## src/rtl/cpd_pkg.sv

```systemverilog
package cpd_pkg;
  localparam int unsigned CPD_SEL_W   = 3;
  localparam int unsigned CPD_MAX_RUN = 256;
  localparam int unsigned CPD_CNT_W   = $clog2(CPD_MAX_RUN + 1);

  typedef logic [CPD_CNT_W-1:0] cpd_cnt_t;

  // code 0 -> 1 sample, code k -> 2^(k+1) samples
  function automatic cpd_cnt_t cpd_run_len(input logic [CPD_SEL_W-1:0] sel);
    cpd_cnt_t r;
    if (sel == '0) r = cpd_cnt_t'(1);
    else           r = cpd_cnt_t'(1) << (int'(sel) + 1);
    return r;
  endfunction
endpackage

```

## src/rtl/cpd_sync.sv

```systemverilog
module cpd_sync #(
  parameter int unsigned STAGES = 2
) (
  input  logic clk_i,
  input  logic rst_ni,
  input  logic d_i,
  output logic q_o
);
  logic [STAGES-1:0] pipe_q;

  always_ff @(posedge clk_i or negedge rst_ni) begin
    if (!rst_ni) pipe_q <= '0;
    else         pipe_q <= {pipe_q[STAGES-2:0], d_i};
  end

  assign q_o = pipe_q[STAGES-1];
endmodule

```

## src/rtl/cpd_filter.sv

```systemverilog
module cpd_filter
  import cpd_pkg::*;
(
  input  logic     clk_i,
  input  logic     rst_ni,
  input  logic     smp_i,
  input  cpd_cnt_t len_i,
  output logic     stat_o,
  output logic     chg_o
);
  logic     prev_q, stat_q;
  cpd_cnt_t cnt_q, run_d;

  always_comb begin
    if (smp_i != prev_q)                    run_d = cpd_cnt_t'(1);
    else if (cnt_q == cpd_cnt_t'(CPD_MAX_RUN)) run_d = cnt_q;
    else                                    run_d = cnt_q + cpd_cnt_t'(1);
  end

  assign chg_o  = (run_d >= len_i) && (smp_i != stat_q);
  assign stat_o = stat_q;

  always_ff @(posedge clk_i or negedge rst_ni) begin
    if (!rst_ni) begin
      prev_q <= 1'b0;
      cnt_q  <= '0;
      stat_q <= 1'b0;
    end else begin
      prev_q <= smp_i;
      cnt_q  <= run_d;
      if (chg_o) stat_q <= smp_i;
    end
  end

  // status only ever moves to the level that was being sampled
  assert_stat_follows_sample_R1: assert property (@(posedge clk_i) disable iff (!rst_ni)
    (stat_q != $past(stat_q)) |-> (stat_q == $past(smp_i)));

  assert_run_bounded_R2: assert property (@(posedge clk_i) disable iff (!rst_ni)
    cnt_q <= cpd_cnt_t'(CPD_MAX_RUN));
endmodule

```

## src/rtl/cpd_flag.sv

```systemverilog
module cpd_flag (
  input  logic clk_i,
  input  logic rst_ni,
  input  logic chg_i,
  input  logic new_stat_i,
  input  logic rd_i,
  input  logic dis_i,
  input  logic wake_i,
  output logic flag_o,
  output logic irq_o,
  output logic ext_o
);
  logic flag_q, ext_q;

  always_ff @(posedge clk_i or negedge rst_ni) begin
    if (!rst_ni) begin
      flag_q <= 1'b0;
      ext_q  <= 1'b0;
    end else begin
      if (chg_i)     flag_q <= 1'b1;  // set beats clear
      else if (rd_i) flag_q <= 1'b0;
      ext_q <= chg_i & ~new_stat_i;
    end
  end

  assign flag_o = flag_q;
  assign ext_o  = ext_q;
  assign irq_o  = (flag_q & ~dis_i) | wake_i;

  assert_set_wins_R5: assert property (@(posedge clk_i) disable iff (!rst_ni)
    chg_i |=> flag_q);

  assert_rd_clears_R5: assert property (@(posedge clk_i) disable iff (!rst_ni)
    (rd_i && !chg_i) |=> !flag_q);

  assert_ext_single_R8: assert property (@(posedge clk_i) disable iff (!rst_ni)
    ext_q |=> !ext_q);
endmodule

```

## src/rtl/card_presence_detect.sv

```systemverilog
module card_presence_detect
  import cpd_pkg::*;
#(
  parameter int unsigned SYNC_STAGES = 2
) (
  input  logic                 clk_i,
  input  logic                 rst_ni,
  input  logic                 switch_i,
  input  logic                 pol_high_i,
  input  logic [CPD_SEL_W-1:0] len_sel_i,
  input  logic                 irq_dis_i,
  input  logic                 flag_rd_i,
  output logic                 card_in_o,
  output logic                 chg_flag_o,
  output logic                 irq_o,
  output logic                 extract_o
);
  logic sw_sync, pres_smp, pres_raw, stat, chg, wake;

  cpd_sync #(.STAGES(SYNC_STAGES)) u_sync (
    .clk_i (clk_i),
    .rst_ni(rst_ni),
    .d_i   (switch_i),
    .q_o   (sw_sync)
  );

  assign pres_smp = ~(sw_sync ^ pol_high_i);
  assign pres_raw = ~(switch_i ^ pol_high_i);

  cpd_filter u_filter (
    .clk_i (clk_i),
    .rst_ni(rst_ni),
    .smp_i (pres_smp),
    .len_i (cpd_run_len(len_sel_i)),
    .stat_o(stat),
    .chg_o (chg)
  );

  // unfiltered mode: clockless wake straight from the switch
  assign wake = (len_sel_i == '0) & pres_raw & ~stat & ~irq_dis_i;

  cpd_flag u_flag (
    .clk_i     (clk_i),
    .rst_ni    (rst_ni),
    .chg_i     (chg),
    .new_stat_i(pres_smp),
    .rd_i      (flag_rd_i),
    .dis_i     (irq_dis_i),
    .wake_i    (wake),
    .flag_o    (chg_flag_o),
    .irq_o     (irq_o),
    .ext_o     (extract_o)
  );

  assign card_in_o = stat;

  assert_extract_on_fall_R8: assert property (@(posedge clk_i) disable iff (!rst_ni)
    extract_o |-> (!card_in_o && $past(card_in_o)));

  assert_flag_on_change_R4: assert property (@(posedge clk_i) disable iff (!rst_ni)
    (card_in_o != $past(card_in_o)) |-> chg_flag_o);

  assert_irq_masked_R6: assert property (@(posedge clk_i) disable iff (!rst_ni)
    irq_dis_i |-> !irq_o);
endmodule

```

## config.mk

```make
export PLATFORM = sky130hd
export DESIGN_NAME = card_presence_detect
export DESIGN_NICKNAME = d
export VERILOG_FILES = /design/src/rtl/cpd_pkg.sv /design/src/rtl/cpd_sync.sv /design/src/rtl/cpd_filter.sv /design/src/rtl/cpd_flag.sv /design/src/rtl/card_presence_detect.sv
export SDC_FILE = /design/constraint.sdc
export NUM_CORES = 1
export LEC_CHECK = 0
export BUFFER_PORTS_ARGS = -buffer_cell sky130_fd_sc_hd__buf_2
export CORE_MARGIN = 8
export CORE_UTILIZATION = 48
export DETAILED_ROUTE_END_ITERATION = 6
export GPL_ROUTABILITY_DRIVEN = 0
export PLACE_DENSITY = 0.79
export SETUP_SLACK_MARGIN = 0.2
export SLEW_MARGIN = 20
export SYNTH_ARGS = -nofsm -noshare
export SYNTH_HDL_FRONTEND = slang
export SYNTH_HIERARCHICAL = 1
export SYNTH_SLANG_ARGS = --single-unit
```

## constraint.sdc

```tcl
create_clock -name clk_i -period 3 [get_ports clk_i]
set_input_delay 0.3 -clock clk_i [delete_from_list [all_inputs] [get_ports clk_i]]
set_output_delay 0.3 -clock clk_i [all_outputs]
set_load 0.005 [all_outputs]
```

==> run metrics, run 1 <==
largest net degree at the start of global routing=16; starting density of the core=50.5%; pre-CTS setup slack=48.3 ps; P per Cell Area=559 nW/um^2; sequential area share after synthesis=37.9%; Leakage=0.587 nW; detail-routed net length per standard cell=13.7 um; Post-Route WL=2.07 mm; row cnt=16; Max Freq=372 MHz; main area contributors after synthesis=dfrtp_1 (38%), ha_1 (14%), inv_1 (4.9%); list of most frequent post-synthesis cells=dfrtp_1 (15), inv_1 (13), ha_1 (11), nor2_1 (11), nand2_1 (9); Final Critical Period=2690 ps; Nets=145; Iteration-0 DRC Markers=16; DIE AREA=3770 um^2; worst vdd ir=0.336 mV; Total Routing Usage GR=12.5%; initial antenna violation count=0; crit path from=u_filter/cnt_q[0]; number of synthesized flops with an enable pin=0; via count=755; CP startpoint kind=flop; DRC viols=0; Post-Syn Nets=124; Post-synth ARST share=100%; max cap viols=0; area of the multi-input gates=618 um^2; Yosys reg bits=15; status=completed; die width=61.4 um; Num CTS Buffers=3; min-delay src=switch_i; RSZ-0062 raised after global routing=yes; post-synth top area share=37.9%; vias per cell=5.00; Syn Std Cell Area=991 um^2; CTS root buf=clkbuf_4; final hold viol count=0; Core ar.=1960 um^2; Clock transition at path regs=90 ps; Layout Skew=5.63 ps; Synth area leader=dfrtp_1; min-delay worst type=primary input to flop; grt total ovfl=0; vias in the first global route=835; Main synth FF type=dfrtp_1; I/O pins=13; Final setup viols=0; die height=61.4 um; global-route wire length before repair=3.52 mm; H-tree levels=1; share of cells above drive strength 1=26.6%; Yosys warnings=6; clk sink count=15; clk buf depth=2; Worst setup EP type=flop; first drt pass iteration count=3; worst skew pair latency=280 ps; count leader, synth=dfrtp_1; TNS Setup=0 ps; PortBufs=12; worst setup path category=flop to flop; Final HPWL DP=1.58 mm; PnR worst setup slack=309 ps; DRT antenna net count=0; ratio of final minimum period to clock period=89.7%; count of final max-slew check failures=0; area delta synth->final=20.6%; CP required=3170 ps; Netlist cell types=27; TritonCTS clock tree=built; Post-Synthesis Cells=104; Storage cell area=375 um^2; Avg Cell Area, Syn=9.53 um^2; r2r startpoint=u_filter/cnt_q[0]; crit path DAT=2860 ps; Hold Worst Slack=151 ps; CP Max Fanout=3; ant diodes=0; FILL cells=198
## state kept, by name, summed over array words and instances (netlist names)
register and count:
u_filter/stat_o 1, u_filter/prev_q 1, u_flag/flag_o 1, u_flag/ext_o 1
u_sync/pipe_q 2, u_filter/cnt_q 9
## final cells by class
type | count | area share [%]
flip-flops and latches | 15 | 31.4
well taps | 27 | 2.83
inverters | 13 | 4.08
clock buffers | 4 | 2.20
multi-input cells | 76 | 51.7
repair buffers | 16 | 7.75
## cells by family (layout without fill, tap and decap cells)
group           Yosys count  in the layout  synth area share (%)
simple gates             40             40                  23.7
flops                    15             15                  37.9
xor+xnor                  9              9                  7.95
compound gates           13             13                  8.58
fa+ha+maj                11             11                  13.9
mux                       2              2                  2.65
buf+inv                  13             33                  4.92
other cells               1              1                 0.378
## worst max-delay path, cell delays in order, from the launching register on
cell,delay [ps]
dfrtp_1,400
inv_2,90
ha_2,180
nor4b_4,240
nand2_2,130
xnor2_2,160
nor2_2,140
ha_1,250
nand2b_4,140
a41o_1,180
a211oi_2,200
o31a_2,190
mux2_4,300
## through the flow
step	area (um^2)	instances	util, %	power (mW)
final	1190	151	60.9	0.668
after global routing	1190	151	60.9	0.723
after CTS	1160	151	59.3	0.661
after detailed placement	1100	145	56.1	0.521
after global placement	1100	145	56.1	0.506
after floorplan	991	104	-	0.440
## worst paths after layout
kind | end | slack, ps | depth (start not counted)
max | u_filter/stat_o | 310 | 12
min | u_sync/pipe_q[0] | 150 | 1
max reg2reg | u_filter/stat_o | 310 | 12
min reg2reg | u_sync/pipe_q[1] | 360 | 0
max in group asynchronous | u_filter/cnt_q[2] | 2300 | 2
min in group asynchronous | u_flag/ext_o | 440 | 2
## per-layer routing
metal | up-vias | wire length, um | GRT usage (%)
li1 | 391 | - | -
met1 | 350 | 909 | 14.3
met2 | 12 | 1080 | 21.3
met3 | 2 | 66 | 3.55
met4 | 0 | 7 | 4.87
met5 | - | 0 | 0
## power by group
group          switching [mW]  leakage [nW]  total, mW  internal (mW)
Clock                  0.0617        0.0150      0.113         0.0516
Sequential             0.0407         0.194      0.279          0.238
Combinational           0.128         0.378      0.276          0.148
## repair_timing
item / 4_1_cts / 5_1_grt
gates resized for setup: 3 / 8
setup buffers: 1 / 0
hold buffers: 1 / 0
pin swaps: 1 / 6
endpoints found under the setup margin: 3 / 3
endpoints found under the hold margin: 15 / 0
## layout by cell type (no fill, tap or decap), types with 3 or more instances in the layout
cell and n:
clkbuf_4 3, xnor2_1 3, nand3_1 5, ha_1 10, inv_1 12, nor2_1 9
xor2_1 5, dfrtp_1 15, a21oi_1 5, nand2_1 8, buf_2 12, nor3b_1 3
buf_4 3
(Power assumes the default switching activity.)
==> run 2, diff against run 1 <==
--- a/config.mk
+++ b/config.mk
@@ -6,7 +6,7 @@
 export NUM_CORES = 1
 export LEC_CHECK = 0
 export BUFFER_PORTS_ARGS = -buffer_cell sky130_fd_sc_hd__buf_2
-export CORE_MARGIN = 8
+export CORE_MARGIN = 1
 export CORE_UTILIZATION = 48
 export DETAILED_ROUTE_END_ITERATION = 6
 export GPL_ROUTABILITY_DRIVEN = 0
==> run metrics, run 2 (same netlist as run 1, synthesis figures left out) <==
status=completed; Slowest cell on crit path=dfrtp_1; worst skew pair latency=270 ps (about the same); die height=47.4 um (-23%); Largest Register=u_filter/cnt_q; DRT antenna net count=0 (unchanged); Max Freq=371 MHz (-0.29%); I/O pins=13 (unchanged); worst vdd ir=0.470 mV (+40%); Switching Share=34.7% (+0.20 points); commonest non-fill, non-tap cell in the layout=dfrtp_1; most frequent cells in the layout=dfrtp_1 (15), buf_2 (12), inv_1 (12), ha_1 (11), nor2_1 (10); final hold viol count=0 (unchanged); Final setup viols=0 (unchanged); clk sink count=15 (unchanged); Iteration-0 DRC Markers=14 (-2); ratio of final minimum period to clock period=89.9% (+0.26 points); CTS root buf=clkbuf_4; Final HPWL DP=1.49 mm (-5.5%); Clock transition at path regs=90 ps (about the same); starting density of the core=51.0% (+0.52 points); first drt pass iteration count=4 (+1); Layout Skew=4.56 ps (-1.07 ps); via count=778 (+3.0%); count of final max-slew check failures=0 (unchanged); Worst Path Buf+Inv=1 (unchanged); sequential power share=42.8% (+1.1 points); row cnt=16 (unchanged); CP top delay family=compound AO/OA/AOI/OAI gates; CP max stage delay=420 ps (+20 ps); Largest regs=u_filter/cnt_q (9), u_sync/pipe_q (2); metal3 WL=53 um (-20%); min-delay worst type=primary input to flop; initial antenna violation count=0 (unchanged); Final Critical Period=2700 ps (+7.95 ps); largest net degree at the start of global routing=16 (unchanged); crit path DAT=2860 ps (about the same); worst setup path category=flop to flop; combinational power share=40.6% (-0.7 points); Nets=145 (unchanged); share of cells above drive strength 1=24.2% (-2.4 points); ant diodes=0 (unchanged); Switch Pwr=0.230 mW (-0.19%); Total Routing Usage GR=19.5% (+7.0 points); Core ar.=1940 um^2 (-1.0%); P per Cell Area=557 nW/um^2 (-0.44%); PnR worst setup slack=302 ps (-7.94 ps); global-route wire length before repair=2.94 mm (-16%); wire length on met2=1.04 mm (-3.5%); Metal-1 WL=883 um (-2.9%); vias per cell=5.15 (+3.0%); TNS Setup=0 ps (unchanged); Cell Chain, Critical Path=inv_1, ha_1, nor4b_4, nand2_2, xnor2_2, nor2_2, ha_1, nand2b_1, a41o_1, a211oi_2, o31a_2, mux2_4; vias in the first global route=688 (-18%); detail-routed net length per standard cell=13.2 um (-3.2%); RSZ-0062 raised after global routing=no; TritonCTS clock tree=built; Most common cell on crit path=ha_1; CP required=3170 ps (about the same); total power=0.663 mW (-0.76%); pre-CTS setup slack=147 ps (+98.3 ps); Worst setup EP type=flop; die width=47.4 um (-23%); Leakage=0.585 nW (-0.35%); max cap viols=0 (unchanged); clock share of power=16.6% (-0.4 points); Num CTS Buffers=3 (unchanged); Top Layer Used=met4; CP startpoint kind=flop; DIE AREA=2250 um^2 (-40%); DRC viols=0 (unchanged); area delta synth->final=20.2%; grt total ovfl=0 (unchanged); clk buf depth=2 (unchanged); PortBufs=12 (unchanged); Cell Int Power=0.433 mW (-1.1%); CP Max Fanout=4 (+1); Largest register FFs=9 (unchanged); Post-Route WL=2.00 mm (-3.2%); H-tree levels=1 (unchanged)
==> run 2: power groups by stage <==
stage                     registers, mW  clock network (mW)  logic, mW
final                             0.284               0.110      0.269
after global routing              0.290               0.120      0.294
after CTS                         0.280               0.113      0.240
after detailed placement          0.282                   0      0.236
after global placement            0.279                   0      0.226
after floorplan                   0.276                   0      0.165
==> run 2: repair_timing <==
| item | in CTS | in global routing |
|---|---|---|
| hold buffers | 1 | 0 |
| gates resized for setup | 2 | 7 |
| endpoints found under the setup margin | 1 | 3 |
| pin swaps | 0 | 2 |
| hold endpoints to repair | 15 | 0 |
| setup buffers | 0 | 1 |
| gates cloned | 0 | 0 |
==> run 2: final timing paths <==
path                                    from                 to  slack, ps  cells after the start
min in group asynchronous             rst_ni   u_sync/pipe_q[1]        450                      2
max in group asynchronous             rst_ni  u_filter/cnt_q[5]       2290                      2
setup / recovery           u_filter/cnt_q[1]    u_filter/stat_o        300                     12
hold / removal                      switch_i   u_sync/pipe_q[0]        160                      1
setup reg to reg           u_filter/cnt_q[1]    u_filter/stat_o        300                     12
hold reg to reg             u_sync/pipe_q[0]   u_sync/pipe_q[1]        370                      0
==> run 2: stage by stage <==
step | utilization, % | cells | cell area, um^2 | hold WS, ps
3_5_place_dp | 56.6 | 145 | 1100 | 221
6_report | 61.3 | 151 | 1190 | 158
4_1_cts | 59.1 | 150 | 1150 | 158
5_1_grt | 61.3 | 151 | 1190 | 154
3_3_place_gp | 56.6 | 145 | 1100 | 212
2_1_floorplan | - | 104 | 991 | 4.41
==> run 2: area by class of cell <==
class	count	area, um^2
repair buffers	16	92.6
inverters	13	48.8
multi-input cells	76	614
flip-flops and latches	15	375
fillers	172	751
well taps	27	33.8
clock buffers	4	26.3
==> run 2: metal layers <==
layer / up-vias / global-route usage, %
met5: - / 0
met4: 0 / 10.3
met3: 2 / 2.26
met2: 14 / 32.3
met1: 370 / 24.9
li1: 392 / -
==> run 3, diff against run 2 <==
--- a/config.mk
+++ b/config.mk
@@ -5,12 +5,13 @@
 export SDC_FILE = /design/constraint.sdc
 export NUM_CORES = 1
 export LEC_CHECK = 0
+export ABC_CLOCK_PERIOD_IN_PS = 3000
 export BUFFER_PORTS_ARGS = -buffer_cell sky130_fd_sc_hd__buf_2
 export CORE_MARGIN = 1
-export CORE_UTILIZATION = 48
+export CORE_UTILIZATION = 35
 export DETAILED_ROUTE_END_ITERATION = 6
 export GPL_ROUTABILITY_DRIVEN = 0
-export PLACE_DENSITY = 0.79
+export PLACE_DENSITY = 0.64
 export SETUP_SLACK_MARGIN = 0.2
 export SLEW_MARGIN = 20
 export SYNTH_ARGS = -nofsm -noshare
==> run metrics, run 3 (same netlist as run 1, synthesis figures left out) <==
Final Critical Period=2690 ps (-5.59 ps); Switching Share=34.4% (-0.32 points); combinational power share=40.8% (+0.2 points); final hold viol count=0 (unchanged); area delta synth->final=22.5%; die height=55.2 um (+16%); Final setup viols=0 (unchanged); most frequent cells in the layout=dfrtp_1 (15), buf_2 (12), inv_1 (12), ha_1 (11), nor2_1 (10); Leakage=0.592 nW (+1.3%); Layout Skew=8.03 ps (+3.47 ps); min-delay worst type=primary input to flop; H-tree levels=1 (unchanged); clk sink count=15 (unchanged); largest net degree at the start of global routing=16 (unchanged); grt total ovfl=0 (unchanged); P per Cell Area=554 nW/um^2 (-0.48%); initial antenna violation count=0 (unchanged); Total Routing Usage GR=12.9% (-6.6 points); DIE AREA=3050 um^2 (+35%); Slowest cell on crit path=dfrtp_1; dpl cell area=1100 um^2 (+0.34%); Worst setup EP type=flop; vias per cell=4.88 (-5.2%); commonest non-fill, non-tap cell in the layout=dfrtp_1; ant diodes=0 (unchanged); Largest Register=u_filter/cnt_q; worst vdd ir=0.355 mV (-24%); Largest register FFs=9 (unchanged); CP required=3180 ps (about the same); count of final max-slew check failures=0 (unchanged); Clock transition at path regs=100 ps (about the same); die width=55.2 um (+16%); sequential power share=42.0% (-0.8 points); PnR worst setup slack=307 ps (+5.59 ps); clock share of power=17.2% (+0.6 points); row cnt=18 (+2); TNS Setup=0 ps (unchanged); Final HPWL DP=1.44 mm (-3.2%); Max Freq=371 MHz (+0.21%); Most common cell on crit path=ha_1; Switch Pwr=0.231 mW (+0.46%); status=completed; worst skew pair latency=280 ps (about the same); DRC viols=0 (unchanged); vias in the first global route=729 (+6.0%); TritonCTS clock tree=built; Nets=147 (+1.4%); PortBufs=12 (unchanged); Cell Chain, Critical Path=inv_2, ha_1, nor4b_4, nand2_2, xnor2_2, nor2_2, ha_1, nand2b_1, a41o_1, a211oi_2, o31a_2, mux2_4; ratio of final minimum period to clock period=89.8% (-0.19 points); DRT antenna net count=0 (unchanged); worst setup path category=flop to flop; Largest regs=u_filter/cnt_q (9), u_sync/pipe_q (2); CP max stage delay=410 ps (about the same); share of cells above drive strength 1=26.2% (+2.0 points); Core ar.=2570 um^2 (+32%); crit path DAT=2870 ps (about the same); I/O pins=13 (unchanged); via count=762 (-2.1%); max cap viols=0 (unchanged); CTS root buf=clkbuf_4; Num CTS Buffers=3 (unchanged); first drt pass iteration count=4 (unchanged); total power=0.672 mW (+1.4%); CP Max Fanout=3 (-1); RSZ-0062 raised after global routing=no; Post-Route WL=1.86 mm (-7.0%); CP startpoint kind=flop; clk buf depth=2 (unchanged); global-route wire length before repair=3.08 mm (+4.7%); Iteration-0 DRC Markers=15 (+1); detail-routed net length per standard cell=11.9 um (-10%); final instance area=1210 um^2 (+1.9%); pre-CTS setup slack=66.4 ps (-80.2 ps); starting density of the core=38.6% (-12 points); Cell Int Power=0.441 mW (+1.9%)
## run 3: cell types whose count changed in the layout (fill, tap and decap cells not counted), sizes merged
| cell | change |
|---|---|
| clkbuf | -1 |
| clkinvlp | +1 |
| buf | +2 |
## run 3: worst paths after layout
kind,startpoint,endpoint,slack (ps),depth (start not counted)
max in group asynchronous,rst_ni,u_filter/cnt_q[1],2310,2
min in group asynchronous,rst_ni,u_flag/flag_o,430,2
worst min register to register,u_sync/pipe_q[0],u_sync/pipe_q[1],360,0
worst min-delay path,switch_i,u_sync/pipe_q[0],150,1
worst max-delay path,u_filter/cnt_q[0],u_filter/stat_o,310,12
worst max register to register,u_filter/cnt_q[0],u_filter/stat_o,310,12
## run 3: layout make-up
cell class              count  area (um^2)
fillers                   247         1350
flip-flops and latches     15          375
repair buffers             18          108
inverters                  13         48.8
well taps                  30         37.5
multi-input cells          76          614
clock buffers               3         22.5
clock inverters             1         7.51
## run 3: power by group through the flow
stage | logic (mW) | registers (mW) | clock network, mW
after floorplan | 0.165 | 0.276 | 0
after global placement | 0.227 | 0.280 | 0
after detailed placement | 0.236 | 0.281 | 0
after CTS | 0.244 | 0.279 | 0.126
after global routing | 0.311 | 0.287 | 0.137
final | 0.274 | 0.282 | 0.116
## run 3: metrics by stage
| stage | utilization [%] | std cells | hold slack [ps] |
|---|---|---|---|
| CTS | 45.4 | 153 | 136 |
| detailed placement | 43.0 | 148 | 226 |
| global placement | 43.0 | 148 | 222 |
| finish | 47.3 | 156 | 149 |
| global route | 47.3 | 156 | 121 |
| floorplan | - | 104 | 4.41 |
## run 3: what timing repair did
item	CTS	global route
setup endpoints to repair	3	3
gates resized for setup	3	6
endpoints found under the hold margin	15	0
hold buffers	1	0
setup buffers	0	3
pin swaps	0	2
## run 3: metal layers
layer / track usage [%] / up-vias / share of wire (%)
li1: - / 395 / -
met3: 3.04 / 0 / 2.8
met5: 0 / - / 0
met2: 20.1 / 16 / 50
met1: 16.1 / 351 / 47
met4: 7.86 / 0 / 0
## run 3: critical path: cells and delay by family (launching register included)
kind	cells	cell delay, ps
flip-flops	1	410
buffers and inverters	1	70
AND/OR/NAND/NOR	4	580
adder cells (fa/ha/maj)	2	400
multiplexers	1	290
XOR/XNOR	1	200
AO/OA/AOI/OAI	3	630
